[config.mk]
export PLATFORM = sky130hd
export DESIGN_NAME = alu4op_reg
export DESIGN_NICKNAME = d
export VERILOG_FILES = /design/src/rtl/alu4op_pkg.sv /design/src/rtl/alu_fa_cell.sv /design/src/rtl/alu_addsub_chain.sv /design/src/rtl/alu_result_sel.sv /design/src/rtl/alu4op_reg.sv
export SDC_FILE = /design/constraint.sdc
export NUM_CORES = 1
export LEC_CHECK = 0
export BUFFER_PORTS_ARGS = -buffer_cell sky130_fd_sc_hd__buf_2
export CAP_MARGIN = 20
export CORE_AREA = 10 10 47 49
export DETAILED_ROUTE_END_ITERATION = 10
export DIE_AREA = 0 0 57 59
export PLACE_DENSITY_LB_ADDON = 0.25
export SYNTH_ARGS = -nofsm -noshare
export SYNTH_HDL_FRONTEND = slang
export SYNTH_SLANG_ARGS = --single-unit
[constraint.sdc]
create_clock -name clk -period 3.44 [get_ports clk]
set_input_delay 0.172 -clock clk [delete_from_list [all_inputs] [get_ports clk]]
set_output_delay 0.172 -clock clk [all_outputs]
set_load 0.01 [all_outputs]
[src/rtl/alu4op_pkg.sv]
package alu4op_pkg;
    typedef enum logic [1:0] {
        OP_ADD = 2'b00,
        OP_SUB = 2'b01,
        OP_AND = 2'b10,
        OP_OR  = 2'b11
    } alu_op_e;
endpackage

[src/rtl/alu_fa_cell.sv]
module alu_fa_cell (
    input  logic x,
    input  logic y,
    input  logic cin,
    output logic s,
    output logic cout
);
    always_comb begin
        s    = x ^ y ^ cin;
        cout = (x & y) | (x & cin) | (y & cin);
    end
endmodule

[src/rtl/alu_addsub_chain.sv]
module alu_addsub_chain #(
    parameter int W = 4
) (
    input  logic         sub,
    input  logic [W-1:0] a,
    input  logic [W-1:0] b,
    output logic [W-1:0] sum,
    output logic         c_top_out,
    output logic         c_top_in
);
    logic [W:0]   carry;
    logic [W-1:0] b_eff;

    assign b_eff    = b ^ {W{sub}};
    assign carry[0] = sub;

    for (genvar i = 0; i < W; i++) begin : g_bit
        alu_fa_cell u_fa (
            .x   (a[i]),
            .y   (b_eff[i]),
            .cin (carry[i]),
            .s   (sum[i]),
            .cout(carry[i+1])
        );
    end

    assign c_top_out = carry[W];
    assign c_top_in  = carry[W-1];
endmodule

[src/rtl/alu_result_sel.sv]
module alu_result_sel
    import alu4op_pkg::*;
#(
    parameter int W = 4
) (
    input  alu_op_e      op,
    input  logic [W-1:0] arith,
    input  logic [W-1:0] and_v,
    input  logic [W-1:0] or_v,
    input  logic         c_top_out,
    input  logic         c_top_in,
    output logic [W-1:0] res,
    output logic         carry,
    output logic         uovf,
    output logic         sovf
);
    always_comb begin
        res   = '0;
        carry = 1'b0;
        uovf  = 1'b0;
        sovf  = 1'b0;
        unique case (op)
            OP_ADD: begin
                res   = arith;
                carry = c_top_out;
                uovf  = c_top_out;
                sovf  = c_top_in ^ c_top_out;
            end
            OP_SUB: begin
                res   = arith;
                carry = c_top_out;
                uovf  = ~c_top_out;
                sovf  = c_top_in ^ c_top_out;
            end
            OP_AND: res = and_v;
            OP_OR:  res = or_v;
        endcase
    end
endmodule

[src/rtl/alu4op_reg.sv]
module alu4op_reg
    import alu4op_pkg::*;
#(
    parameter int W = 4
) (
    input  logic         clk,
    input  logic         rst,
    input  logic [W-1:0] a_in,
    input  logic [W-1:0] b_in,
    input  logic [1:0]   op_in,
    output logic [W-1:0] res_q,
    output logic         carry_q,
    output logic         uovf_q,
    output logic         sovf_q
);
    localparam int MSB = W - 1;

    alu_op_e      op;
    logic [W-1:0] arith, and_v, or_v, res_d;
    logic         c_out, c_in_top, carry_d, uovf_d, sovf_d;

    assign op    = alu_op_e'(op_in);
    assign and_v = a_in & b_in;
    assign or_v  = a_in | b_in;

    alu_addsub_chain #(.W(W)) u_chain (
        .sub      (op == OP_SUB),
        .a        (a_in),
        .b        (b_in),
        .sum      (arith),
        .c_top_out(c_out),
        .c_top_in (c_in_top)
    );

    alu_result_sel #(.W(W)) u_sel (
        .op       (op),
        .arith    (arith),
        .and_v    (and_v),
        .or_v     (or_v),
        .c_top_out(c_out),
        .c_top_in (c_in_top),
        .res      (res_d),
        .carry    (carry_d),
        .uovf     (uovf_d),
        .sovf     (sovf_d)
    );

    always_ff @(posedge clk) begin
        if (rst) begin
            res_q   <= '0;
            carry_q <= 1'b0;
            uovf_q  <= 1'b0;
            sovf_q  <= 1'b0;
        end else begin
            res_q   <= res_d;
            carry_q <= carry_d;
            uovf_q  <= uovf_d;
            sovf_q  <= sovf_d;
        end
    end


    uovf_add_chk: assert property (@(posedge clk) disable iff (rst)
        (op_in == 2'b00) |=> (uovf_q == carry_q));

    uovf_sub_chk: assert property (@(posedge clk) disable iff (rst)
        (op_in == 2'b01) |=> (uovf_q == !carry_q));

    logic_flags_chk: assert property (@(posedge clk) disable iff (rst)
        (op_in[1]) |=> (!carry_q && !uovf_q && !sovf_q));

    and_res_chk: assert property (@(posedge clk) disable iff (rst)
        (op_in == 2'b10) |=> (res_q == ($past(a_in) & $past(b_in))));

    sovf_add_chk: assert property (@(posedge clk) disable iff (rst)
        (op_in == 2'b00) |=>
        (sovf_q == (($past(a_in[MSB]) == $past(b_in[MSB])) && (res_q[MSB] != $past(a_in[MSB])))));

    sovf_sub_chk: assert property (@(posedge clk) disable iff (rst)
        (op_in == 2'b01) |=>
        (sovf_q == (($past(a_in[MSB]) != $past(b_in[MSB])) && (res_q[MSB] != $past(a_in[MSB])))));

    rst_clear_chk: assert property (@(posedge clk)
        rst |=> (res_q == '0 && !carry_q && !uovf_q && !sovf_q));
endmodule

Yosys cells after proc, flatten, opt, wreduce, memory -nomap -nowiden:

Index checks and enable logic that the tools add are counted.

* bits in writable memories: 0
* memory bits (read-only): 0
* bits of input ports: 12
* bits in registers: 7
* logic and storage cells: 46
* bits in latches: 0
* memories kept: 0
* output and inout bits: 7

* eq/ne operators: 3
* magnitude comparators: 0
* bitwise logic cells: 34
* reduce and logical (&&, ||, !) cells: 3
* $add $sub $neg: 0
* muxes and demuxes: 2
* shift operators: 0
* $mul: 0
* divide/modulo/power cells: 0

Operator list (count)
* $and A1 B1 Y1: 12
* $pmux W4 S3: 1
* $xor A1 B1 Y1: 9
* $or A1 B1 Y1: 8
* $and A4 B4 Y4: 1
* $eq A2 B2 Y1 const B: 2
* $or A4 B4 Y4: 1
* $reduce_or A2 Y1: 2
* $xor A4 B4 Y4: 1
* $eq A2 B1 Y1 const B: 1
* $logic_not A2 Y1: 1
* $not A1 Y1: 2
* $pmux W1 S2: 1

Depth between registers and ports, before layout:

Gate-level depths: netlist of run 1.

* word-level depth: 16
* depth in mapped cells: 9
* gate-level depth less buffers: 8

By module:

Synthesis of run 1 repeated with hierarchy kept, for this count alone.

* cell total of the unflattened synthesis: 50
* area total of the unflattened synthesis: 483.0 sq um

By module, submodules not included
* alu4op_reg: area an instance 245.2 sq um, instances 1, cells an instance 23, seq. area each 140.1 sq um
* alu_result_sel: area an instance 122.6 sq um, instances 1, cells an instance 19, seq. area each 0.0 sq um
* alu_fa_cell: area an instance 20.0 sq um, instances 4, cells an instance 1, seq. area each 0.0 sq um
* alu_addsub_chain: area an instance 35.0 sq um, instances 1, cells an instance 4, seq. area each 0.0 sq um

Worst setup path before layout of run 1:

No wires, ideal clock.

* kind: in2reg
* start point: input op_in[0]
* end point: register res_q[3]
* arrival time: 2.150 ns
* library setup time: 0.091 ns
* buffers on the path: 1
* data required time: 3.349 ns
* setup slack: 1.199 ns
* stages on the path: 9
* cells stage by stage: buf_6 > nand2b_1 > xnor2_1 > fa_1 > fa_1 > inv_1 > fa_1 > nor2b_1 > a311oi_1

* longest elaborated chain between the ends: 13
* elaborated cells on any way between the ends: 24
* those cells by class: eq/ne: 3; mux: 1; bitwise: 18; reduce/logical: 2

Ends and longest elaborated chain
* from (decl): RTL line alu4op_reg.sv:10 `input logic [1:0] op_in,`
* $eq A2 B1 Y1: RTL line alu_result_sel.sv:22, alu4op_reg.sv:27
* $xor A4 B4 Y4: RTL line alu_addsub_chain.sv:14 `assign b_eff = b ^ {W{sub}};`
* $and A1 B1 Y1: RTL line alu_fa_cell.sv:10 `cout = (x & y) | (x & cin) | (y & cin);`
* $or A1 B1 Y1 (2 in a row): RTL line alu_fa_cell.sv:10
* $and A1 B1 Y1: RTL line alu_fa_cell.sv:10
* $or A1 B1 Y1 (2 in a row): RTL line alu_fa_cell.sv:10
* $and A1 B1 Y1: RTL line alu_fa_cell.sv:10
* $or A1 B1 Y1 (2 in a row): RTL line alu_fa_cell.sv:10
* $xor A1 B1 Y1: RTL line alu_fa_cell.sv:9 `s = x ^ y ^ cin;`
* $pmux W4 S3 *: RTL line alu_result_sel.sv:22 `unique case (op)`
* to (signal assigned): RTL line alu4op_reg.sv:55 `res_q <= res_d;`
* to (decl): RTL line alu4op_reg.sv:11 `output logic [W-1:0] res_q,`

Every way passes the cells marked *; elsewhere a longest branch is shown, timed or not.
A chain may end at the register's enable or synchronous reset.

Final worst setup path of run 1:

* start point: input op_in[1]
* end point: register res_q[3]

The elaborated chain is that of the path after synthesis.

==> results.md, run 1 <==
- Setup CP Type: in2reg
- Achievable Freq: around 440 MHz
- Cell count after synthesis: 45
- Slew headroom: between 80% and 90%
- Clk root buf: clkbuf_4
- Data arrival time of the critical path: between 2000 and 2500 ps
- IR drop worst, VDD: approximately 0.12 mV
- CTS H-tree lvls: 1
- Post-route cell area: ~540 um^2
- Clock power share: 32.1%
- Vias per cell: ~4.2
- Max cap viols: 0
- CTS tree: done
- Hold Path Sink: res_q[3]
- Overall Global Routing Usage: 6.11%
- Initial DRC count: 5
- CTS buffer count: 3
- PD cells: ~410 nW/um^2
- Area Overhead vs Synth: 27.7%
- Hold Fails Final Rpt: 0
- DP HPWL: 767 um
- Final period util: about two thirds
- Logic pwr share: between 20 and 30%
- DR pass1 iterations: 2
- Port Buffer Count: 18
- CP Capture Type: flip-flop
- DP Area: 515 um^2
- Syn Area/Cell: about 9.4 um^2
- Placed instance count: 77
- RSZ-0062 raised after global routing: no
- FF+latch count, synth: 7
- Post_cts resized: 0
- Post-route insts no fill: 81
- Commonest cells after routing, fill and taps aside: buf_2 (18), dfxtp_1 (7)
- Largest net degree at the start of global routing: 13
- Initial antenna violation count: 0
- Post-CTS setup repair buffer count: 0
- Vert. Die Dim: between 50 and 60 um
- First-pass GRT wire length: 1570 um
- Core footprint: 1400 um^2
- Int Pwr: about 160 uW
- Die ar.: 3360 um^2
- WL final: around 860 um
- FILL cells: 160
- Mapped Area: approximately 420 um^2
- Nets: 83
- Sequential share of the synthesized area: between 30% and 40%
- Num rows: 14
- Worst Path Max Fanout: 12
- Starting density of the core: 30.3%
- Psw: slightly above 60 uW
- Overflow after GRT: 0
- Post-DR wirelength/cell: around 11 um
- Vias in the first global route: 377
- Total power: roughly 220 uW
- Layout cells sized above 1: between 30% and 40%
- IO Pins: 19
- Setup TNS: 0 ps
- CP startpoint kind: primary input
- Hold crit path type: in2reg
- Post-route ant nets: 0
- Clk sinks: 7
- Final setup violating endpoints: 0
- Switching part of the total power: 27.4%
- Static leakage: 0.000262 uW
- Ant. Diodes: 0
- Syn Nets: 62
- Max Buffers Root-to-Sink: 2
- Synth unique cells: 15
- Hold-fix buffers, CTS: 0
- Max Slew Vio Count: 0
- DRC: 0
- Post-layout min period: around 2300 ps
- DR vias: ~340
- Slew of the pin with the lowest slew margin: 200 ps
- Die width: ~57 um
- Fin util: between 30% and 40%
- CTS clk-pin slew, worst paths: around 50 ps
- Worst Hold Depth: 2
- Synthesis Warnings: 0
- Sequential power share: a little over 40%
- Gp weighted congestion: 0.690
- Status: finished clean
- Min-Delay Startpoint: rst
- Crit path required time: between 3000 and 4000 ps
- Leading cell type in the layout, fill and taps excluded: buf_2
metrics by stage:
stage	hold slack (ps)	worst slack (ps)
2_1_floorplan	243	1200
3_3_place_gp	436	903
3_5_place_dp	438	875
4_1_cts	177	1130
5_1_grt	185	1010
6_report	183	1150
state kept, by name (all words and copies together), names as in the netlist:
name,cells
uovf_q,1
carry_q,1
sovf_q,1
res_q,4
synthesized netlist by cell type:
cell,number,area (um^2)
dfxtp_1,7,140
inv_1,4,15.0
xnor2_1,2,17.5
fa_1,3,60.1
buf_6,1,11.3
nor2b_1,1,6.26
nor3_1,3,15.0
nand2_1,4,15.0
buf_4,1,7.51
nor2_1,3,11.3
xor2_1,3,26.3
ha_1,2,25.0
a311oi_1,4,35.0
nand2b_1,3,18.8
o21ai_0,4,20.0
critical path, cell delays in order:
cell and delay, ps:
buf_2 160, nand2b_1 250, xnor2_1 180, fa_1 420
fa_1 410, inv_1 90, fa_1 390, nor2b_1 140
a311oi_1 230
final cells by class:
class	count	area, um^2	share of cell area [%]
tap	16	20.0	3.70
sequential	7	140	25.9
multi-input combinational	32	250	46.2
clock buffer	4	26.3	4.85
timing repair buffer	18	90.1	16.6
inverter	4	15.0	2.77
power by group through the flow:
| stage | Combinational [uW] | Sequential (uW) | Clock, uW |
|---|---|---|---|
| detailed placement | 60.7 | 92.5 | 0 |
| finish | 59.3 | 90.7 | 71.0 |
| global route | 70.1 | 91.5 | 80.0 |
| floorplan | 34.3 | 97.0 | 0 |
| CTS | 60.8 | 90.9 | 73.8 |
| global placement | 59.4 | 92.2 | 0 |
worst max-delay path by stage:
stage,start,endpoint,slack [ps]
floorplan,op_in[0],res_q[3],1200
detailed placement,op_in[1],res_q[3],880
finish,op_in[1],res_q[3],1150
global route,op_in[1],res_q[3],1010
global placement,op_in[1],res_q[3],900
CTS,op_in[1],res_q[3],1130
routing by layer:
metal	track usage, %	part of all wire (%)	vias to the layer above
met5	0	0	-
met4	7.05	0	0
met3	2.58	4.3	0
met2	8.68	52	9
met1	6.24	44	145
li1	-	-	189
kinds of logic after synthesis:
group / synth area share [%]
and+or+nand+nor: 15.6
AOI/OAI and AO/OA: 13.0
DFF: 33.0
buffers and inverters: 7.96
xor gates and xnor gates: 10.3
adders and majority gates: 20.1
No activity file was read; power rests on OpenSTA's default activity.
==> run 2, diff against run 1 <==
==> constraint.sdc (replaced) <==
create_clock -name clk -period 2.2 [get_ports clk]
set_input_delay 0.11 -clock clk [delete_from_list [all_inputs] [get_ports clk]]
set_output_delay 0.11 -clock clk [all_outputs]
set_load 0.01 [all_outputs]
==> results.md, run 2 (synthesis results as in run 1) <==
- Status: finished clean (unchanged)
- Data arrival time of the critical path: 2200 ps (was 2450 ps)
- CTS H-tree lvls: 1 (unchanged)
- Port Buffer Count: 18 (unchanged)
- Max reg flops: 4 (unchanged)
- Multi-input logic area: 250 um^2 (unchanged)
- Die width: 57 um (unchanged)
- PD cells: 614 nW/um^2 (was 408 nW/um^2)
- Worst setup margin: 152 ps (was 1150 ps)
- Post-route ant nets: 0 (unchanged)
- Achievable Freq: a little under 500 MHz
- Worst slack, placed: -94.8 ps (was 875 ps)
- CP Launch Point: op_in[1] (unchanged)
- DRC: 0 (unchanged)
- Commonest cells after routing, fill and taps aside: buf_2 (18), dfxtp_1 (7) (unchanged)
- CP Capture Type: flip-flop (unchanged)
- Hold WS: 115 ps (was 183 ps)
- Core footprint: 1400 um^2 (unchanged)
- First-pass GRT wire length: 1490 um (was 1570 um)
- Reg area: 140 um^2 (unchanged)
- Gp weighted congestion: 0.688 (was 0.690)
- IO Pins: 19 (unchanged)
- Worst Path Max Fanout: 3 (was 12)
- Setup CP Type: in2reg (unchanged)
- Initial DRC count: 2 (was 5)
- Post-CTS setup repair buffer count: 0 (unchanged)
- Setup TNS: 0 ps (unchanged)
- Sequential power share: 40.4% (was 41.1%)
- Vias per cell: 4.26 (was 4.23)
- DP HPWL: 754 um (was 767 um)
- DR pass1 iterations: 2 (unchanged)
- CP startpoint kind: primary input (unchanged)
- Switching part of the total power: 26.8% (was 27.4%)
- Crit path required time: 2350 ps (was 3590 ps)
- FILL cells: 168 (was 160)
- Max Slew Vio Count: 0 (unchanged)
- RSZ-0062 raised after global routing: no (unchanged)
- CTS tree: done (unchanged)
- Final setup violating endpoints: 0 (unchanged)
- Min-Delay Startpoint: rst (unchanged)
- Max cap viols: 0 (unchanged)
- Reg with most FFs: res_q (unchanged)
- Psw: 94.0 uW (was 60.4 uW)
- Area Overhead vs Synth: 34.8% (was 27.7%)
- Vert. Die Dim: 59 um (unchanged)
- Hold Path Sink: res_q[3] (unchanged)
- Slew of the pin with the lowest slew margin: 213 ps (was 200 ps)
- Layout cells sized above 1: 36.2% (was 32.3%)
- Hold-fix buffers, CTS: 0 (unchanged)
- Vias in the first global route: 349 (was 377)
- Initial antenna violation count: 0 (unchanged)
- DP Area: 546 um^2 (was 515 um^2)
- Post_cts resized: 0 (unchanged)
- CTS clk-pin slew, worst paths: 50 ps (about the same)
- Largest net degree at the start of global routing: 12 (was 13)
- Clk sinks: 7 (unchanged)
- Leading cell type in the layout, fill and taps excluded: buf_2 (unchanged)
- Die ar.: 3360 um^2 (unchanged)
- Hold Fails Final Rpt: 0 (unchanged)
- Clk root buf: clkbuf_4 (unchanged)
- Post-route cell area: 572 um^2 (was 542 um^2)
- Int Pwr: 257 uW (was 160 uW)
- Final period util: ~93%
- Slew headroom: 85.7% (was 86.5%)
- Max Buffers Root-to-Sink: 2 (unchanged)
- Logic pwr share: 28.3% (was 26.8%)
- Overflow after GRT: 0 (unchanged)
- Post-layout min period: 2050 ps
- Overall Global Routing Usage: 5.91% (was 6.11%)
- WL final: 875 um (was 864 um)
- Static leakage: 0.000281 uW (was 0.000262 uW)
- Num rows: 14 (unchanged)
- Hold crit path type: in2reg (unchanged)
- DR vias: 362 (was 343)
- IR drop worst, VDD: 0.228 mV (was 0.117 mV)
- Ant. Diodes: 0 (unchanged)
- CTS buffer count: 3 (unchanged)
- Clock power share: 31.3% (was 32.1%)
- Worst Hold Depth: 2 (unchanged)
- Post-DR wirelength/cell: 10.3 um (was 10.7 um)
- Nets: 87 (was 83)
- Starting density of the core: 30.3% (unchanged)
-- run 2: worst max path at each step --
| stage | to | slack [ps] | cells after the start |
|---|---|---|---|
| 6_report | res_q[3] | 150 | 9 |
| 5_1_grt | res_q[3] | 60 | 9 |
| 4_1_cts | res_q[3] | 150 | 9 |
| 3_5_place_dp | res_q[3] | -90 | 9 |
| 3_3_place_gp | res_q[3] | -90 | 9 |
| 2_1_floorplan | res_q[3] | 20 | 9 |
-- run 2: through the flow --
step	utilization [%]	instances	power [uW]
5_1_grt	40.8	85	381
2_1_floorplan	-	45	205
3_3_place_gp	38.9	81	245
3_5_place_dp	38.9	81	245
4_1_cts	40.8	85	360
6_report	40.8	85	351
-- run 2: worst max-delay path, stage by stage --
cell and delay [ps]:
buf_2 110, nand2b_1 170, xnor2_1 160, fa_1 420, fa_1 400, inv_1 80, fa_1 400, nor2b_1 140
a311oi_1 220
-- run 2: layer usage --
layer | up-vias | global-route usage (%) | part of all wire [%]
li1 | 197 | - | -
met1 | 152 | 5.30 | 38
met2 | 11 | 8.06 | 47
met3 | 2 | 3.43 | 12
met4 | 0 | 8.05 | 3.2
met5 | - | 0 | 0
-- run 2: power by group through the flow --
stage,combinational (uW),clock [uW],sequential [uW]
CTS,101,117,142
global placement,101,0,144
finish,99.4,110,142
floorplan,53.6,0,152
global route,114,124,143
detailed placement,101,0,144
-- run 2: cell type report --
class                           count  area share [%]
Tap cell                           16            3.50
Timing Repair Buffer               22            21.0
Sequential cell                     7            24.5
Multi-Input combinational cell     32            43.8
Inverter                            4            2.63
Clock buffer                        4            4.60
==> run 3, diff against run 2 <==
--- a/config.mk
+++ b/config.mk
@@ -8,6 +8,7 @@
 export BUFFER_PORTS_ARGS = -buffer_cell sky130_fd_sc_hd__buf_2
 export CAP_MARGIN = 20
 export CORE_AREA = 10 10 47 49
+export CTS_BUF_LIST = sky130_fd_sc_hd__clkbuf_16
 export DETAILED_ROUTE_END_ITERATION = 10
 export DIE_AREA = 0 0 57 59
 export PLACE_DENSITY_LB_ADDON = 0.25
==> results.md, run 3 (synthesis results as in run 1) <==
- CTS tree: done (unchanged)
- Post-CTS setup repair buffer count: 0 (unchanged)
- CP startpoint kind: primary input (unchanged)
- Post_cts resized: 0 (unchanged)
- Layout cells sized above 1: 36.2% (unchanged)
- Status: finished clean (unchanged)
- WL final: 900 um (was 875 um)
- DRC: 0 (unchanged)
- Sequential power share: 26.3% (was 40.4%)
- Sum of buffers and inverters on the critical path: 2 (unchanged)
- CTS H-tree lvls: 1 (unchanged)
- Max reg flops: 4 (unchanged)
- Port Buffer Count: 18 (unchanged)
- Psw: 116 uW (was 94.0 uW)
- Hold-fix buffers, CTS: 0 (unchanged)
- Nets: 87 (unchanged)
- Critical path's largest stage delay: 420 ps (about the same)
- DR vias: 364 (was 362)
- Ant. Diodes: 0 (unchanged)
- Crit-path most repeated cell: fa_1 (unchanged)
- Post-DR wirelength/cell: 10.6 um (was 10.3 um)
- Overflow after GRT: 0 (unchanged)
- Commonest cells after routing, fill and taps aside: buf_2 (18), dfxtp_1 (7), inv_1 (5) (was buf_2 (18), dfxtp_1 (7))
- Post-route insts no fill: 85 (unchanged)
- Critical path, cell by cell: buf_2, nand2b_1, xnor2_1, fa_1, fa_1, inv_1, fa_1, nor2b_1, a311oi_1 (unchanged)
- Setup TNS: 0 ps (unchanged)
- Max Slew Vio Count: 0 (unchanged)
- First-pass GRT wire length: 1540 um (was 1490 um)
- Achievable Freq: 484 MHz (was 488 MHz)
- Slowest-stage cell, CP: fa_1 (unchanged)
- Reg with most FFs: res_q (unchanged)
- Setup CP Type: in2reg (unchanged)
- Post-layout min period: 2060 ps (was 2050 ps)
- Crit path max-delay family: adder cells (unchanged)
- RSZ-0062 raised after global routing: no (unchanged)
- Initial DRC count: 5 (was 2)
- Logic pwr share: 18.4% (was 28.3%)
- Initial antenna violation count: 0 (unchanged)
- Num rows: 14 (unchanged)
- Switching part of the total power: 21.5% (was 26.8%)
- Int Pwr: 425 uW (was 257 uW)
- Die ar.: 3360 um^2 (unchanged)
- Area Overhead vs Synth: 47.2% (was 34.8%)
- Post-route ant nets: 0 (unchanged)
- Hold Fails Final Rpt: 0 (unchanged)
- CTS buffer count: 3 (unchanged)
- Max Buffers Root-to-Sink: 2 (unchanged)
- Slew of the pin with the lowest slew margin: 212 ps (was 213 ps)
- DR pass1 iterations: 2 (unchanged)
- Leading cell type in the layout, fill and taps excluded: buf_2 (unchanged)
- Hold Path Sink: res_q[0] (was res_q[3])
- Gp weighted congestion: 0.688 (unchanged)
- Clk sinks: 7 (unchanged)
- Vias per cell: 4.28 (was 4.26)
- CP Capture Type: flip-flop (unchanged)
- Worst Path Max Fanout: 3 (unchanged)
- Hold crit path type: in2reg (unchanged)
- Post-route cell area: 624 um^2 (was 572 um^2)
- Placed instance count: 81 (unchanged)
- Worst slack, placed: -94.8 ps (unchanged)
- Final setup violating endpoints: 0 (unchanged)
- Overall Global Routing Usage: 6.17% (was 5.91%)
- Core footprint: 1400 um^2 (unchanged)
- Largest net degree at the start of global routing: 12 (unchanged)
- Worst Hold Depth: 2 (unchanged)
- Starting density of the core: 30.3% (unchanged)
- IO Pins: 19 (unchanged)
- Slew headroom: 85.8% (was 85.7%)
- DP Area: 546 um^2 (unchanged)
- DP HPWL: 754 um (unchanged)
- Static leakage: 0.000309 uW (was 0.000281 uW)
- Max cap viols: 0 (unchanged)
- Final period util: 93.8% (was 93.1%)
- Clock power share: 55.3% (was 31.3%)
- Die width: 57 um (unchanged)
- Vert. Die Dim: 59 um (unchanged)
- CTS clk-pin slew, worst paths: 30 ps (was 50 ps)
- Data arrival time of the critical path: 2200 ps (about the same)
- PD cells: 867 nW/um^2 (was 614 nW/um^2)
- Worst setup margin: 136 ps (was 152 ps)
- Crit path required time: 2340 ps (was 2350 ps)
- Vias in the first global route: 346 (was 349)
- Min-Delay Startpoint: rst (unchanged)
- IR drop worst, VDD: 0.330 mV (was 0.228 mV)
- Clk root buf: clkbuf_16 (was clkbuf_4)
[run 3: routing by layer]
layer  wire length [um]  vias to the layer above  GRT usage (%)  share of wire, %
met2                436                       11           8.22                48
met4                 14                        0           8.05               1.6
met3                107                        2           4.08                12
met1                342                      153           5.54                38
li1                   -                      198              -                 -
met5                  0                        -              0                 0
[run 3: power by group through the flow]
stage | combinational, uW | clock, uW | sequential [uW]
after floorplan | 53.6 | 0 | 152
after global placement | 101 | 0 | 144
after detailed placement | 101 | 0 | 144
after CTS | 102 | 307 | 142
after global routing | 114 | 312 | 144
final | 99.6 | 299 | 142
[run 3: layout make-up]
type                    instances  area [um^2]
flip-flops and latches          7          140
clock buffers                   3         75.1
inverters                       4         15.0
multi-input cells              32          250
clock inverters                 1         3.75
well taps                      16         20.0
repair buffers                 22          120
fillers                       155          777
[run 3: per-stage QoR]
step | utilization, % | total power (uW) | hold WS, ps
after floorplan | - | 205 | 181
after global placement | 38.9 | 245 | 374
after detailed placement | 38.9 | 245 | 372
after CTS | 44.6 | 551 | 131
after global routing | 44.6 | 570 | 149
final | 44.6 | 541 | 133
[run 3: worst max-delay path by stage]
stage | from | to | slack, ps | depth (start not counted)
final | op_in[1] | res_q[3] | 140 | 9
after CTS | op_in[1] | res_q[3] | 130 | 9
after global placement | op_in[1] | res_q[3] | -90 | 9
after global routing | op_in[1] | res_q[3] | 30 | 9
after floorplan | op_in[0] | res_q[3] | 20 | 9
after detailed placement | op_in[1] | res_q[3] | -90 | 9
